**config.mk**
```make
export PLATFORM = sky130hd
export DESIGN_NAME = scatter_accum
export DESIGN_NICKNAME = d
export VERILOG_FILES = /design/src/rtl/scatter_accum_pkg.sv /design/src/rtl/sacc_delay_line.sv /design/src/rtl/sacc_run_merge.sv /design/src/rtl/sacc_ram.sv /design/src/rtl/scatter_accum.sv
export SDC_FILE = /design/constraint.sdc
export NUM_CORES = 1
export LEC_CHECK = 0
export ABC_AREA = 1
export BUFFER_PORTS_ARGS = -buffer_cell sky130_fd_sc_hd__buf_2
export CAP_MARGIN = 20
export CELL_PAD_IN_SITES_DETAIL_PLACEMENT = 1
export CELL_PAD_IN_SITES_GLOBAL_PLACEMENT = 1
export CORE_AREA = 5 5 364 366
export CTS_CLUSTER_DIAMETER = 200
export DETAILED_ROUTE_END_ITERATION = 16
export DIE_AREA = 0 0 369 371
export GPL_ROUTABILITY_DRIVEN = 0
export GPL_TIMING_DRIVEN = 0
export PLACE_DENSITY_LB_ADDON = 0.1
export SLEW_MARGIN = 15
export SYNTH_ARGS = -nofsm -noshare
export SYNTH_HDL_FRONTEND = slang
export SYNTH_SLANG_ARGS = --single-unit
```
**constraint.sdc**
```tcl
create_clock -name clk -period 8.1 [get_ports clk]
set_clock_uncertainty 0.15 [all_clocks]
set_input_delay 1.62 -clock clk [delete_from_list [all_inputs] [get_ports clk]]
set_output_delay 1.62 -clock clk [all_outputs]
set_load 0.01 [all_outputs]
```
**src/rtl/scatter_accum_pkg.sv**
```systemverilog
`timescale 1ns/1ps
// Shared types for the scatter accumulator.
package scatter_accum_pkg;
    // Phases of the controller: initial clear, accumulate, drain pending write, dump
    typedef enum logic [1:0] {
        ST_CLEAR = 2'd0,
        ST_ACC   = 2'd1,
        ST_DRAIN = 2'd2,
        ST_DUMP  = 2'd3
    } sacc_state_e;
endpackage

```
**src/rtl/sacc_delay_line.sv**
```systemverilog
`timescale 1ns/1ps
// Delays a value and its valid flag by STAGES cycles so that the value
// lines up with an address that arrives later.
// Assumes STAGES >= 1.
module sacc_delay_line #(
    parameter int WIDTH  = 8,
    parameter int STAGES = 5
) (
    input  logic             clk,
    input  logic             rst_n,
    input  logic             in_v,
    input  logic [WIDTH-1:0] in_d,
    output logic             out_v,
    output logic [WIDTH-1:0] out_d
);
    for (genvar g = 0; g < STAGES; g++) begin : g_stage
        logic             v_q;
        logic [WIDTH-1:0] d_q;
        logic             v_src;
        logic [WIDTH-1:0] d_src;
        if (g == 0) begin : g_head
            assign v_src = in_v;
            assign d_src = in_d;
        end else begin : g_body
            assign v_src = g_stage[g-1].v_q;
            assign d_src = g_stage[g-1].d_q;
        end
        // One register stage of the delay line
        always_ff @(posedge clk) begin
            if (!rst_n) begin
                v_q <= 1'b0;
                d_q <= '0;
            end else begin
                v_q <= v_src;
                d_q <= d_src;
            end
        end
    end

    assign out_v = g_stage[STAGES-1].v_q;
    assign out_d = g_stage[STAGES-1].d_q;
endmodule

```
**src/rtl/sacc_run_merge.sv**
```systemverilog
`timescale 1ns/1ps
// Merges back-to-back samples aimed at the same address into one pending
// run sum. A run is closed (handed out for a RAM update) when a sample
// with a different address is taken, or when flush is raised.
// Assumes take and flush are never high together.
module sacc_run_merge #(
    parameter int ADDR_W = 6,
    parameter int DATA_W = 8,
    parameter int SUM_W  = 12
) (
    input  logic              clk,
    input  logic              rst_n,
    input  logic              take,
    input  logic              flush,
    input  logic [ADDR_W-1:0] smp_addr,
    input  logic [DATA_W-1:0] smp_data,
    output logic              close_valid,
    output logic [ADDR_W-1:0] close_addr,
    output logic [SUM_W-1:0]  close_sum
);
    logic              run_valid;
    logic [ADDR_W-1:0] run_addr;
    logic [SUM_W-1:0]  run_sum;
    logic              same_addr;

    assign same_addr   = run_valid && (smp_addr == run_addr);
    assign close_valid = run_valid && (flush || (take && !same_addr));
    assign close_addr  = run_addr;
    assign close_sum   = run_sum;

    // Extend the pending run or start a new one
    always_ff @(posedge clk) begin
        if (!rst_n) begin
            run_valid <= 1'b0;
            run_addr  <= '0;
            run_sum   <= '0;
        end else if (flush) begin
            run_valid <= 1'b0;
        end else if (take) begin
            if (same_addr) begin
                run_sum <= run_sum + SUM_W'(smp_data);
            end else begin
                run_valid <= 1'b1;
                run_addr  <= smp_addr;
                run_sum   <= SUM_W'(smp_data);
            end
        end
    end

    AST_RUN_HOLD: assert property (@(posedge clk) disable iff (!rst_n)
        (take && same_addr) |=> (run_valid && $stable(run_addr)));
    AST_FLUSH_EMPTIES: assert property (@(posedge clk) disable iff (!rst_n)
        flush |=> !run_valid);
endmodule

```
**src/rtl/sacc_ram.sv**
```systemverilog
`timescale 1ns/1ps
// Simple dual-port RAM with one synchronous read port and one write port.
// A read and a write to the same address on the same edge return the old word.
module sacc_ram #(
    parameter int DEPTH  = 64,
    parameter int WIDTH  = 12,
    parameter int ADDR_W = 6
) (
    input  logic              clk,
    input  logic [ADDR_W-1:0] rd_addr,
    output logic [WIDTH-1:0]  rd_data,
    input  logic              wr_en,
    input  logic [ADDR_W-1:0] wr_addr,
    input  logic [WIDTH-1:0]  wr_data
);
    logic [WIDTH-1:0] mem [DEPTH];

    // Registered read and write of the storage array
    always_ff @(posedge clk) begin
        if (wr_en) begin
            mem[wr_addr] <= wr_data;
        end
        rd_data <= mem[rd_addr];
    end
endmodule

```
**src/rtl/scatter_accum.sv**
```systemverilog
`timescale 1ns/1ps
// Per-pixel scatter accumulator with a dump phase that reads out and erases.
// Samples whose value arrives ALIGN_LAT cycles before the address are
// realigned, same-address runs are merged, and each closed run is added
// to RAM with a one-cycle read-modify-write. dump_req flushes the pending
// run, drains its write, then streams all DEPTH words in ascending order
// while writing zero into each one.
// Assumes: no samples during the DEPTH-cycle clear after reset; dump_req
// arrives no earlier than the cycle after the last sample address; at most
// MAX_HITS samples per pixel per frame.
module scatter_accum
    import scatter_accum_pkg::*;
#(
    parameter int DEPTH     = 64,
    parameter int DATA_W    = 8,
    parameter int MAX_HITS  = 16,
    parameter int ALIGN_LAT = 5,
    localparam int ADDR_W   = $clog2(DEPTH),
    localparam int SUM_W    = DATA_W + $clog2(MAX_HITS)
) (
    input  logic              clk,
    input  logic              rst_n,
    input  logic [ADDR_W-1:0] in_addr,
    input  logic [DATA_W-1:0] in_data,
    input  logic              in_valid,
    input  logic              dump_req,
    output logic [SUM_W-1:0]  out_data,
    output logic              out_valid,
    output logic              out_finish
);
    localparam logic [ADDR_W-1:0] LAST_ADDR = ADDR_W'(DEPTH - 1);

    sacc_state_e       state;
    logic [ADDR_W-1:0] sweep_cnt;
    logic              al_valid;
    logic [DATA_W-1:0] al_data;
    logic              take;
    logic              flush;
    logic              close_valid;
    logic [ADDR_W-1:0] close_addr;
    logic [SUM_W-1:0]  close_sum;
    logic              cm_valid;
    logic [ADDR_W-1:0] cm_addr;
    logic [SUM_W-1:0]  cm_sum;
    logic [SUM_W-1:0]  ram_q;
    logic [SUM_W:0]    merged;
    logic              sweeping;
    logic [ADDR_W-1:0] ram_ra;
    logic              ram_we;
    logic [ADDR_W-1:0] ram_wa;
    logic [SUM_W-1:0]  ram_wd;

    sacc_delay_line #(.WIDTH(DATA_W), .STAGES(ALIGN_LAT)) u_align (
        .clk(clk), .rst_n(rst_n),
        .in_v(in_valid), .in_d(in_data),
        .out_v(al_valid), .out_d(al_data)
    );

    assign take  = al_valid && (state == ST_ACC) && !dump_req;
    assign flush = (state == ST_ACC) && dump_req;

    sacc_run_merge #(.ADDR_W(ADDR_W), .DATA_W(DATA_W), .SUM_W(SUM_W)) u_merge (
        .clk(clk), .rst_n(rst_n),
        .take(take), .flush(flush),
        .smp_addr(in_addr), .smp_data(al_data),
        .close_valid(close_valid), .close_addr(close_addr), .close_sum(close_sum)
    );

    // Hold the closed run for its write cycle, one cycle after the RAM read
    always_ff @(posedge clk) begin
        if (!rst_n) begin
            cm_valid <= 1'b0;
            cm_addr  <= '0;
            cm_sum   <= '0;
        end else begin
            cm_valid <= close_valid;
            cm_addr  <= close_addr;
            cm_sum   <= close_sum;
        end
    end

    assign merged   = {1'b0, ram_q} + {1'b0, cm_sum};
    assign sweeping = (state == ST_DUMP) || (state == ST_CLEAR);

    // Port selection between accumulate mode and sweep (clear or dump) mode
    always_comb begin
        if (sweeping) begin
            ram_ra = sweep_cnt;
            ram_we = 1'b1;
            ram_wa = sweep_cnt;
            ram_wd = '0;
        end else begin
            ram_ra = close_addr;
            ram_we = cm_valid;
            ram_wa = cm_addr;
            ram_wd = merged[SUM_W-1:0];
        end
    end

    sacc_ram #(.DEPTH(DEPTH), .WIDTH(SUM_W), .ADDR_W(ADDR_W)) u_ram (
        .clk(clk),
        .rd_addr(ram_ra), .rd_data(ram_q),
        .wr_en(ram_we), .wr_addr(ram_wa), .wr_data(ram_wd)
    );

    // Phase controller and sweep address counter
    always_ff @(posedge clk) begin
        if (!rst_n) begin
            state     <= ST_CLEAR;
            sweep_cnt <= '0;
        end else begin
            case (state)
                ST_CLEAR: begin
                    sweep_cnt <= sweep_cnt + 1'b1;
                    if (sweep_cnt == LAST_ADDR) begin
                        state     <= ST_ACC;
                        sweep_cnt <= '0;
                    end
                end
                ST_ACC: begin
                    if (dump_req) state <= ST_DRAIN;
                end
                ST_DRAIN: begin
                    state     <= ST_DUMP;
                    sweep_cnt <= '0;
                end
                default: begin
                    sweep_cnt <= sweep_cnt + 1'b1;
                    if (sweep_cnt == LAST_ADDR) begin
                        state     <= ST_ACC;
                        sweep_cnt <= '0;
                    end
                end
            endcase
        end
    end

    // Output flags follow the dump read by one cycle
    always_ff @(posedge clk) begin
        if (!rst_n) begin
            out_valid  <= 1'b0;
            out_finish <= 1'b0;
        end else begin
            out_valid  <= (state == ST_DUMP);
            out_finish <= (state == ST_DUMP) && (sweep_cnt == LAST_ADDR);
        end
    end

    assign out_data = ram_q;

    AST_DUMP_ADDR_SEQ: assert property (@(posedge clk) disable iff (!rst_n)
        (state == ST_DUMP && $past(state) == ST_DUMP) |-> (sweep_cnt == ADDR_W'($past(sweep_cnt) + 1'b1)));
    AST_DRAIN_ENTRY: assert property (@(posedge clk) disable iff (!rst_n)
        (state == ST_DRAIN) |-> ($past(state) == ST_ACC && $past(dump_req)));
    AST_FINISH_WITH_WORD: assert property (@(posedge clk) disable iff (!rst_n)
        out_finish |-> out_valid);
    AST_FINISH_PULSE: assert property (@(posedge clk) disable iff (!rst_n)
        out_finish |=> !out_finish);
    AST_NO_OVERFLOW: assert property (@(posedge clk) disable iff (!rst_n)
        (!sweeping && cm_valid) |-> !merged[SUM_W]);
endmodule

```
==> run summary, run 1 <==
The clock-pin slew reported for the worst setup and hold paths after clock tree synthesis was 0.06 ns; the net count after synthesis was 3892. The worst hold path terminates at u_align.g_stage[3].d_q[6]$_SDFF_PN0_. The tools report the placeable core region as 129000 µm². The run gives 0 as the max-cap violation count. The area used by multi-input combinational logic is 9480 µm², and the average instance area after synthesis is 9.94 µm². For the worst-skew pair, the clock arrives at the later sink with an insertion delay of 0.72 ns. TritonCTS built the clock tree. The total global-route track usage was 0.211.

The site row count came out at 132. The tightest min-delay check is of the flop to flop type. The number of enable-type register cells in the synthesized netlist came out at 768.

After technology mapping, the gate count stands at 3849. The count of cells in the finished layout, fillers not included, comes to 5841. The die span in y is 371 µm.

The first global-routing pass estimated 206 mm of wire. The violation count after the first detailed-routing iteration is 2090, and the post-synthesis instance area is 38300 µm². The number of buffers created by CTS is 106, and the hold buffer count at cts is 0. For the number of distinct library cells after synthesis, the log shows 38. The tools report the final-report max-slew violation count as 0.

By instance count, the cell type seen most on the critical path is sky130_fd_sc_hd__inv_1. Most used flip-flop cell after synthesis: sky130_fd_sc_hd__edfxtp_1. The total of fill cells in the finished design was 14474. The initial antenna violation count came out at 7. For the cell total after placement, the log shows 5640. The delay contributed by the slowest stage of the critical path is 1.12 ns, and the total power divided by cell area is 396 nW/µm². Counting instances, the worst hold path has a depth of 2.

Relative to the synthesized area, the layout overhead comes to 19.1%. Fraction of synthesis flops using an asynchronous set or reset pin: 0. Tightest slew margin relative to the limit: 0.207. The type of the worst setup path is flop to flop. Sequential element share of the synthesized area: 0.658. After clock tree synthesis, the setup repair step added 0 buffers. Startpoint of the lowest-slack hold path: u_align.g_stage[2].d_q[6]$_SDFF_PN0_.

The tools report the detailed-route via count as 27642. Number of nets with antenna violations after routing: 0. The worst setup path is launched from a flop. Number of endpoints with negative hold slack in the final report: 0.

The tools report the final routed DRC violation total as 0. Counting both buffers and inverters, the worst setup path holds a total of 4. The number of cells on the worst reg-to-reg path is 9.

The tools report the capture point of the worst reg-to-reg path as u_ram.mem[14][5]$_DFFE_PP_. Gates resized during post-CTS repair numbered 0. For the leakage power total, the log shows 19.5 nW. Registers take 25200 µm². The share of final-layout standard cells stronger than drive strength 1 works out to 0.119.

Critical path launch point: state[0]$_SDFFE_PN0P_. Entering global routing, the biggest net connects 29 pins. For this run the aggregate overflow at the end of global routing stands at 0. The sum of negative setup slack was 0 ns; the register-to-register setup slack was 3.23 ns. The post-detailed-route via-to-cell ratio was 4.73.

Along the worst path, the maximum fanout reaches 12. The net count of the finished layout is 4117. The H-tree was split into 3 levels. In this run the horizontal extent of the chip is 369 µm. Based on the critical path, the design can be clocked at up to 205 MHz. The final setup violation count was 0; the register bit count reported by yosys was 873. The clock net in this run drives a total of 873 sinks.

Estimated wirelength of the detail-placed design: 104 mm. Broken down by cell family, the worst path's largest delay share belongs to simple AND/OR/NAND/NOR gates. The count of buffers from port buffering is 31. For the critical path data arrival time, the log shows 5.05 ns. The tree is rooted in a sky130_fd_sc_hd__clkbuf_16. The die covers 137000 µm². Kind of capture point of the worst setup path: a flop.

The clock tree buffer depth was 3; the via count of the first global-routing pass was 27705. Subtracting the final worst setup slack from the clock period gives 4.87 ns. Setup repair after global routing left no endpoint under its margin. In the final routed layout, each cell accounts on average for 24.9 µm. The flow ran to the end, and the final reports show no timing, DRC or antenna violations. Worst reg2reg path startpoint: state[0]$_SDFFE_PN0P_. Walking the worst path, the cells encountered are inv_1 > ha_1 > buf_6 > nand2_2 > buf_2 > nand2_1 > inv_1 > nand4_1 > nor2_2. Yosys printed 0 warnings. For the largest voltage drop on the vdd net, the log shows 187 µV. In this run the count of I/O pins placed on the die edge is 32. The period utilization is 0.601.

For the number of iterations in the first detailed-routing pass, the log shows 5. The tools report the wire length after detailed routing as 145 mm. The effective utilization at floorplan is 0.297. The slew at the pin with the worst max-slew slack works out to 1.19 ns.

Highest-delay cell along the critical path: sky130_fd_sc_hd__nor2_2. The tools report the required time at the worst-slack endpoint as 8.28 ns.
## final cells by class
class,count,area share
Antenna cell,3,0.000165
Buffer,192,0.0207
Clock buffer,138,0.0624
Clock inverter,59,0.0138
Inverter,791,0.0652
Multi-Input combinational cell,1993,0.208
Sequential cell,873,0.552
Tap cell,1675,0.0460
Timing Repair Buffer,117,0.0314
## synth_stat cells, types with 2 or more instances
cell	number	area (µm²)
sky130_fd_sc_hd__nand2_1	872	3270
sky130_fd_sc_hd__nand3_1	839	4200
sky130_fd_sc_hd__inv_1	785	2950
sky130_fd_sc_hd__edfxtp_1	768	23100
sky130_fd_sc_hd__buf_2	133	666
sky130_fd_sc_hd__dfxtp_1	105	2100
sky130_fd_sc_hd__nor2_1	102	383
sky130_fd_sc_hd__nand3b_1	49	368
sky130_fd_sc_hd__clkbuf_1	45	169
sky130_fd_sc_hd__a21oi_1	34	170
sky130_fd_sc_hd__ha_1	23	288
sky130_fd_sc_hd__nand4_1	17	106
sky130_fd_sc_hd__o21ai_0	13	65.1
sky130_fd_sc_hd__buf_4	8	60.1
sky130_fd_sc_hd__nor4_1	6	37.5
sky130_fd_sc_hd__xnor2_1	6	52.6
sky130_fd_sc_hd__xor2_1	5	43.8
sky130_fd_sc_hd__nor3_1	4	20.0
sky130_fd_sc_hd__a21oi_2	3	26.3
sky130_fd_sc_hd__buf_1	3	11.3
sky130_fd_sc_hd__buf_6	3	33.8
sky130_fd_sc_hd__inv_2	3	11.3
sky130_fd_sc_hd__o21ai_1	3	15.0
sky130_fd_sc_hd__clkinv_1	2	7.51
sky130_fd_sc_hd__fa_1	2	40.0
sky130_fd_sc_hd__nand2_2	2	12.5
sky130_fd_sc_hd__o21bai_1	2	15.0
sky130_fd_sc_hd__or2_2	2	12.5
## logic make-up (layout without fill, tap and decap cells)
kind of cell / Yosys count / count (layout) / share of synthesized area
buffers and inverters: 983 / 1297 / 0.102
AOI/OAI and AO/OA: 62 / 62 / 0.00896
adders and majority gates: 25 / 25 / 0.00857
and+or+nand+nor: 1895 / 1895 / 0.220
DFF: 873 / 873 / 0.658
xor gates and xnor gates: 11 / 11 / 0.00252
other: 0 / 3 / 0
## worst min-delay path: stages, from the launching register on
cell	delay (ns)
sky130_fd_sc_hd__dfxtp_1	0.30
sky130_fd_sc_hd__nand2_1	0.05
sky130_fd_sc_hd__inv_1	0.04
## worst max-delay path by stage
stage	to	slack [ns]	cells after the start
global placement	u_ram.mem[53][8]$_DFFE_PP_	-2.77	8
global route	u_ram.mem[26][6]$_DFFE_PP_	3.22	10
floorplan	u_ram.mem[0][8]$_DFFE_PP_	3.31	8
CTS	u_ram.mem[14][2]$_DFFE_PP_	3.35	9
finish	u_ram.mem[14][5]$_DFFE_PP_	3.23	9
detailed placement	u_ram.mem[14][3]$_DFFE_PP_	3.36	9
## metal layers
layer  wire, µm  vias to the layer above  share of wire  global-route usage
met3       5780                      175          0.040              0.0282
met4       3530                        0          0.024              0.0513
met2      69000                      551           0.47               0.353
met5          0                        -              0                   0
met1      67000                    13915           0.46               0.290
li1           -                    13001              -                   -
## power by group
group | internal [mW] | switching (mW) | total [mW]
sequential | 5.69 | 0.0626 | 5.75
combinational | 1.87 | 5.62 | 7.49
clock | 2.85 | 1.96 | 4.81
total | 10.4 | 7.64 | 18.1
## registers in the layout (all words and copies together), names as in the netlist, 4 cells and up
name                 cells
u_align.g_stage.d_q     32
cm_sum                  12
u_merge.close_sum       12
u_ram.mem              768
cm_addr                  6
u_merge.close_addr       6
u_ram.rd_data           12
u_align.out_d            8
u_align.g_stage.v_q      4
sweep_cnt                6
## cell usage in the layout (no fill, tap or decap), drive strengths merged
cell,instances
nor3,4
dfxtp,105
clkinv,41
nand3,839
bufinv,12
o2111ai,1
nor3b,1
xnor2,6
inv,791
nand2,874
o21ai,16
a31oi,1
o21bai,2
nand4,17
or2,2
and3,1
nor4,6
diode,3
a21oi,37
fa,2
nand3b,49
clkinvlp,6
xor2,5
a21boi,1
nor2,102
o22ai,1
clkbuf,183
buf,264
o21a,1
edfxtp,768
a211oi,1
ha,23
o211ai,1
## through the flow
step	cell area, µm²	utilization	hold slack [ns]	setup slack (ns)	power, mW
after floorplan	38300	-	0.240	3.31	9.48
after global routing	45600	0.354	0.273	3.22	18.9
final	45600	0.354	0.261	3.23	18.1
after detailed placement	42100	0.327	0.248	3.36	13.4
after global placement	40500	0.315	0.246	-2.77	13.0
after CTS	45500	0.354	0.262	3.35	18.3
Power figures use the tool's default switching activity.
==> run 2, diff against run 1 <==
- clock period: 8.1 -> 4.3 ns (I/O delays scaled with it)
==> run 2 against run 1 <==
Critical path type unchanged. Clock power is 74% higher. Sequential power is 88% higher. First-iteration DRC count is 8.1% lower. Worst hold slack worse by 0.054 ns. Largest cell class unchanged. Largest power group unchanged. Maximum frequency is 14% higher. Critical path depth is 1 higher. Global-route usage is 0.10 points lower.
==> run summary, run 2 (synthesis gave the netlist of run 1 again) <==
The total power divided by cell area is 731 nW/µm² (+85%), and the total global-route track usage is 0.210 (-0.000997). The number of endpoints with negative hold slack in the final report was 0 (unchanged). The kind of capture point of the worst setup path is a flop. Most common cell after layout, fill and taps aside: sky130_fd_sc_hd__nand2_1. Post-detailed-route via-to-cell ratio: 4.73 (about the same).

The non-filler instance count after layout was 5849 (+0.14%); the critical path data arrival time was 4.43 ns (-0.62 ns). The net count of the finished layout was 4131 (+0.34%); the initial antenna violation count was 4 (-3). The maximum level of the CTS H-tree was 3 (unchanged); the pin count of the biggest net entering global routing was 29 (unchanged). The type of the worst setup path was flop to flop. Buffer cell driving the clock tree root: sky130_fd_sc_hd__clkbuf_16.

The max-cap violation count came out at 0 (unchanged). Highest-utilization routing layer at the global route stage: met2. The number of iterations in the first detailed-routing pass is 5 (unchanged). The required time at the worst-slack endpoint was 4.45 ns (-3.83 ns).

The run finished with clean final reports. The number of top-level design ports came out at 32 (unchanged). The path category of the worst min-delay check is primary input to flop. The met1 track demand over resource in global routing is 0.284 (-0.00600). The top cell types in the final layout, fill and taps aside, are 872 x sky130_fd_sc_hd__nand2_1, 839 x sky130_fd_sc_hd__nand3_1, 785 x sky130_fd_sc_hd__inv_1, 768 x sky130_fd_sc_hd__edfxtp_1, 168 x sky130_fd_sc_hd__buf_2.

Worst reg2reg path startpoint: state[0]$_SDFFE_PN0P_. Power consumption: 33.3 mW (+85%). The insertion delay to the later sink of the worst-skew pair was 0.69 ns (-0.03 ns); the wire length of the first global-routing pass was 206 mm (+0.14%). The run gives 129000 µm² (unchanged) as the placeable core region. The period utilization was 0.995 (+0.395); the final-report max-slew violation count was 0 (unchanged). The tools report the wire length after detailed routing as 144 mm (-0.59%).

The run gives 132 (unchanged) as the site row count. The layout overhead on the synthesized area was 19.0% (about the same). The largest register by flop count was u_ram.mem. The capture point of the worst reg-to-reg path is u_ram.mem[40][9]$_DFFE_PP_. The estimated wirelength of the detail-placed design is 104 mm (-0.21%), and the number of cells on the worst hold path is 3 (+1). The tools report the tightest slew margin relative to the limit as 0.181 (-0.0257). Sum of overflow across all layers after global routing: 0 (unchanged). TritonCTS built the clock tree. The detailed-route via count was 27670 (+0.10%); the number of flip-flops in the largest register was 768 (unchanged). Number of nets with antenna violations after routing: 0 (unchanged). The logic depth of the worst register-to-register path is 10 (+1). For hold timing, the worst endpoint is u_align.g_stage[0].d_q[4]$_SDFF_PN0_. The largest voltage drop on the vdd net is 341 µV (+82%).

Slew at the pin with the worst max-slew slack: 1.23 ns (+0.0421 ns). STA classifies the critical path startpoint as a flop. For the die area, the log shows 137000 µm² (unchanged).

Setup repair after global routing could not meet its margin everywhere. The time the worst path needs with I/O delays and setup is 4.28 ns (-0.587 ns), and the per-cell routed wire length is 24.7 µm (-0.73%). The register-to-register setup slack is 0.02 ns (-3.21 ns), and the global-route met2 utilization is 0.354 (+0.00126).

The share of final-layout standard cells stronger than drive strength 1 was 0.120 (+0.000912). Count of clock tree sinks: 873 (unchanged). The leakage power total came out at 19.5 nW (-0.13%).

The die width is 369 µm (unchanged), and the die span in y is 371 µm (unchanged). Startpoint of the lowest-slack hold path: in_data[4]. The clock tree buffer depth was 3 (unchanged); the via count of the first global-routing pass was 27902 (+0.71%).

The final setup violation count is 0 (unchanged), and the routing usage on met3 is 0.0269 (-0.00132). The cell total after placement is 5640 (unchanged), and the top achievable clock speed is 234 MHz (+14%). In the final layout, the registers with the most flip-flops are u_ram.mem (768), u_align.g_stage.d_q (32).

The violation count after the first detailed-routing iteration is 1921 (-8.1%), and the count of buffers from port buffering is 31 (unchanged). The effective utilization at floorplan was 0.297 (unchanged); the number of buffers created by CTS was 104 (-1.9%). The final routed DRC violation total is 0 (unchanged), and the biggest fanout along the worst timing path is 12 (unchanged).

The clock-pin slew reported for the worst setup and hold paths after clock tree synthesis came out at 0.06 ns (about the same).
-- run 2: per-stage QoR --
stage / cell area, µm² / hold slack (ns) / worst slack, ns / TNS (ns) / util
floorplan: 38300 / 0.240 / 0.617 / 0 / -
global placement: 40500 / 0.245 / -4.17 / -2742.78 / 0.315
detailed placement: 42200 / 0.249 / -0.350 / -27.98 / 0.327
CTS: 45500 / 0.142 / -0.0874 / -1.32 / 0.353
global route: 45600 / 0.160 / -0.122 / -5.08 / 0.354
finish: 45600 / 0.206 / 0.0201 / 0 / 0.354
-- run 2: repair_timing --
item	CTS	global route
hold buffers	0	0
gates resized for setup	12	1
setup endpoints to repair	232	77
pin swaps	6	1
buffers inserted	14	2
-- run 2: layout make-up --
class	count	area, µm²
fillers	14384	83300
repair buffers	133	1680
clock inverters	50	352
well taps	1675	2100
diodes	1	2.50
multi-input cells	1993	9550
plain buffers	192	941
clock buffers	141	2810
flip-flops and latches	873	25200
inverters	791	2970
-- run 2: critical path: stages (launching register included) --
cell	delay, ns
sky130_fd_sc_hd__dfxtp_1	0.38
sky130_fd_sc_hd__inv_1	0.06
sky130_fd_sc_hd__ha_1	0.30
sky130_fd_sc_hd__buf_6	0.15
sky130_fd_sc_hd__nand2_1	0.10
sky130_fd_sc_hd__inv_1	0.07
sky130_fd_sc_hd__a21oi_2	0.49
sky130_fd_sc_hd__clkinv_1	0.49
sky130_fd_sc_hd__nor2_1	0.26
sky130_fd_sc_hd__nand3_1	0.51
sky130_fd_sc_hd__nor2_2	0.92
-- run 2: worst max-delay path by stage --
stage               slack [ns]  cells past startpoint                         end                startpoint
global route             -0.12                     10  u_ram.mem[40][9]$_DFFE_PP_     state[0]$_SDFFE_PN0P_
floorplan                 0.62                      5  u_ram.mem[0][10]$_DFFE_PP_  u_ram.rd_data[0]$_DFF_P_
detailed placement       -0.35                      9  u_ram.mem[26][5]$_DFFE_PP_     state[0]$_SDFFE_PN0P_
CTS                      -0.09                     10  u_ram.mem[18][7]$_DFFE_PP_     state[0]$_SDFFE_PN0P_
finish                    0.02                     10  u_ram.mem[40][9]$_DFFE_PP_     state[0]$_SDFFE_PN0P_
global placement         -4.17                      7  u_ram.mem[62][2]$_DFFE_PP_     state[0]$_SDFFE_PN0P_
-- run 2: where the power goes --
part           total [mW]  internal (mW)  switching, mW  leakage, nW
registers            10.8           10.7          0.127         7.94
clock network        8.35           4.73           3.61         1.55
logic                14.1           3.62           10.5         9.98
total                33.3           19.1           14.2         19.5
-- run 2: per-layer routing --
metal	wire, µm	vias to the layer above
met2	68700	548
met5	0	-
met4	4180	0
met3	5830	182
li1	-	13013
met1	65700	13927
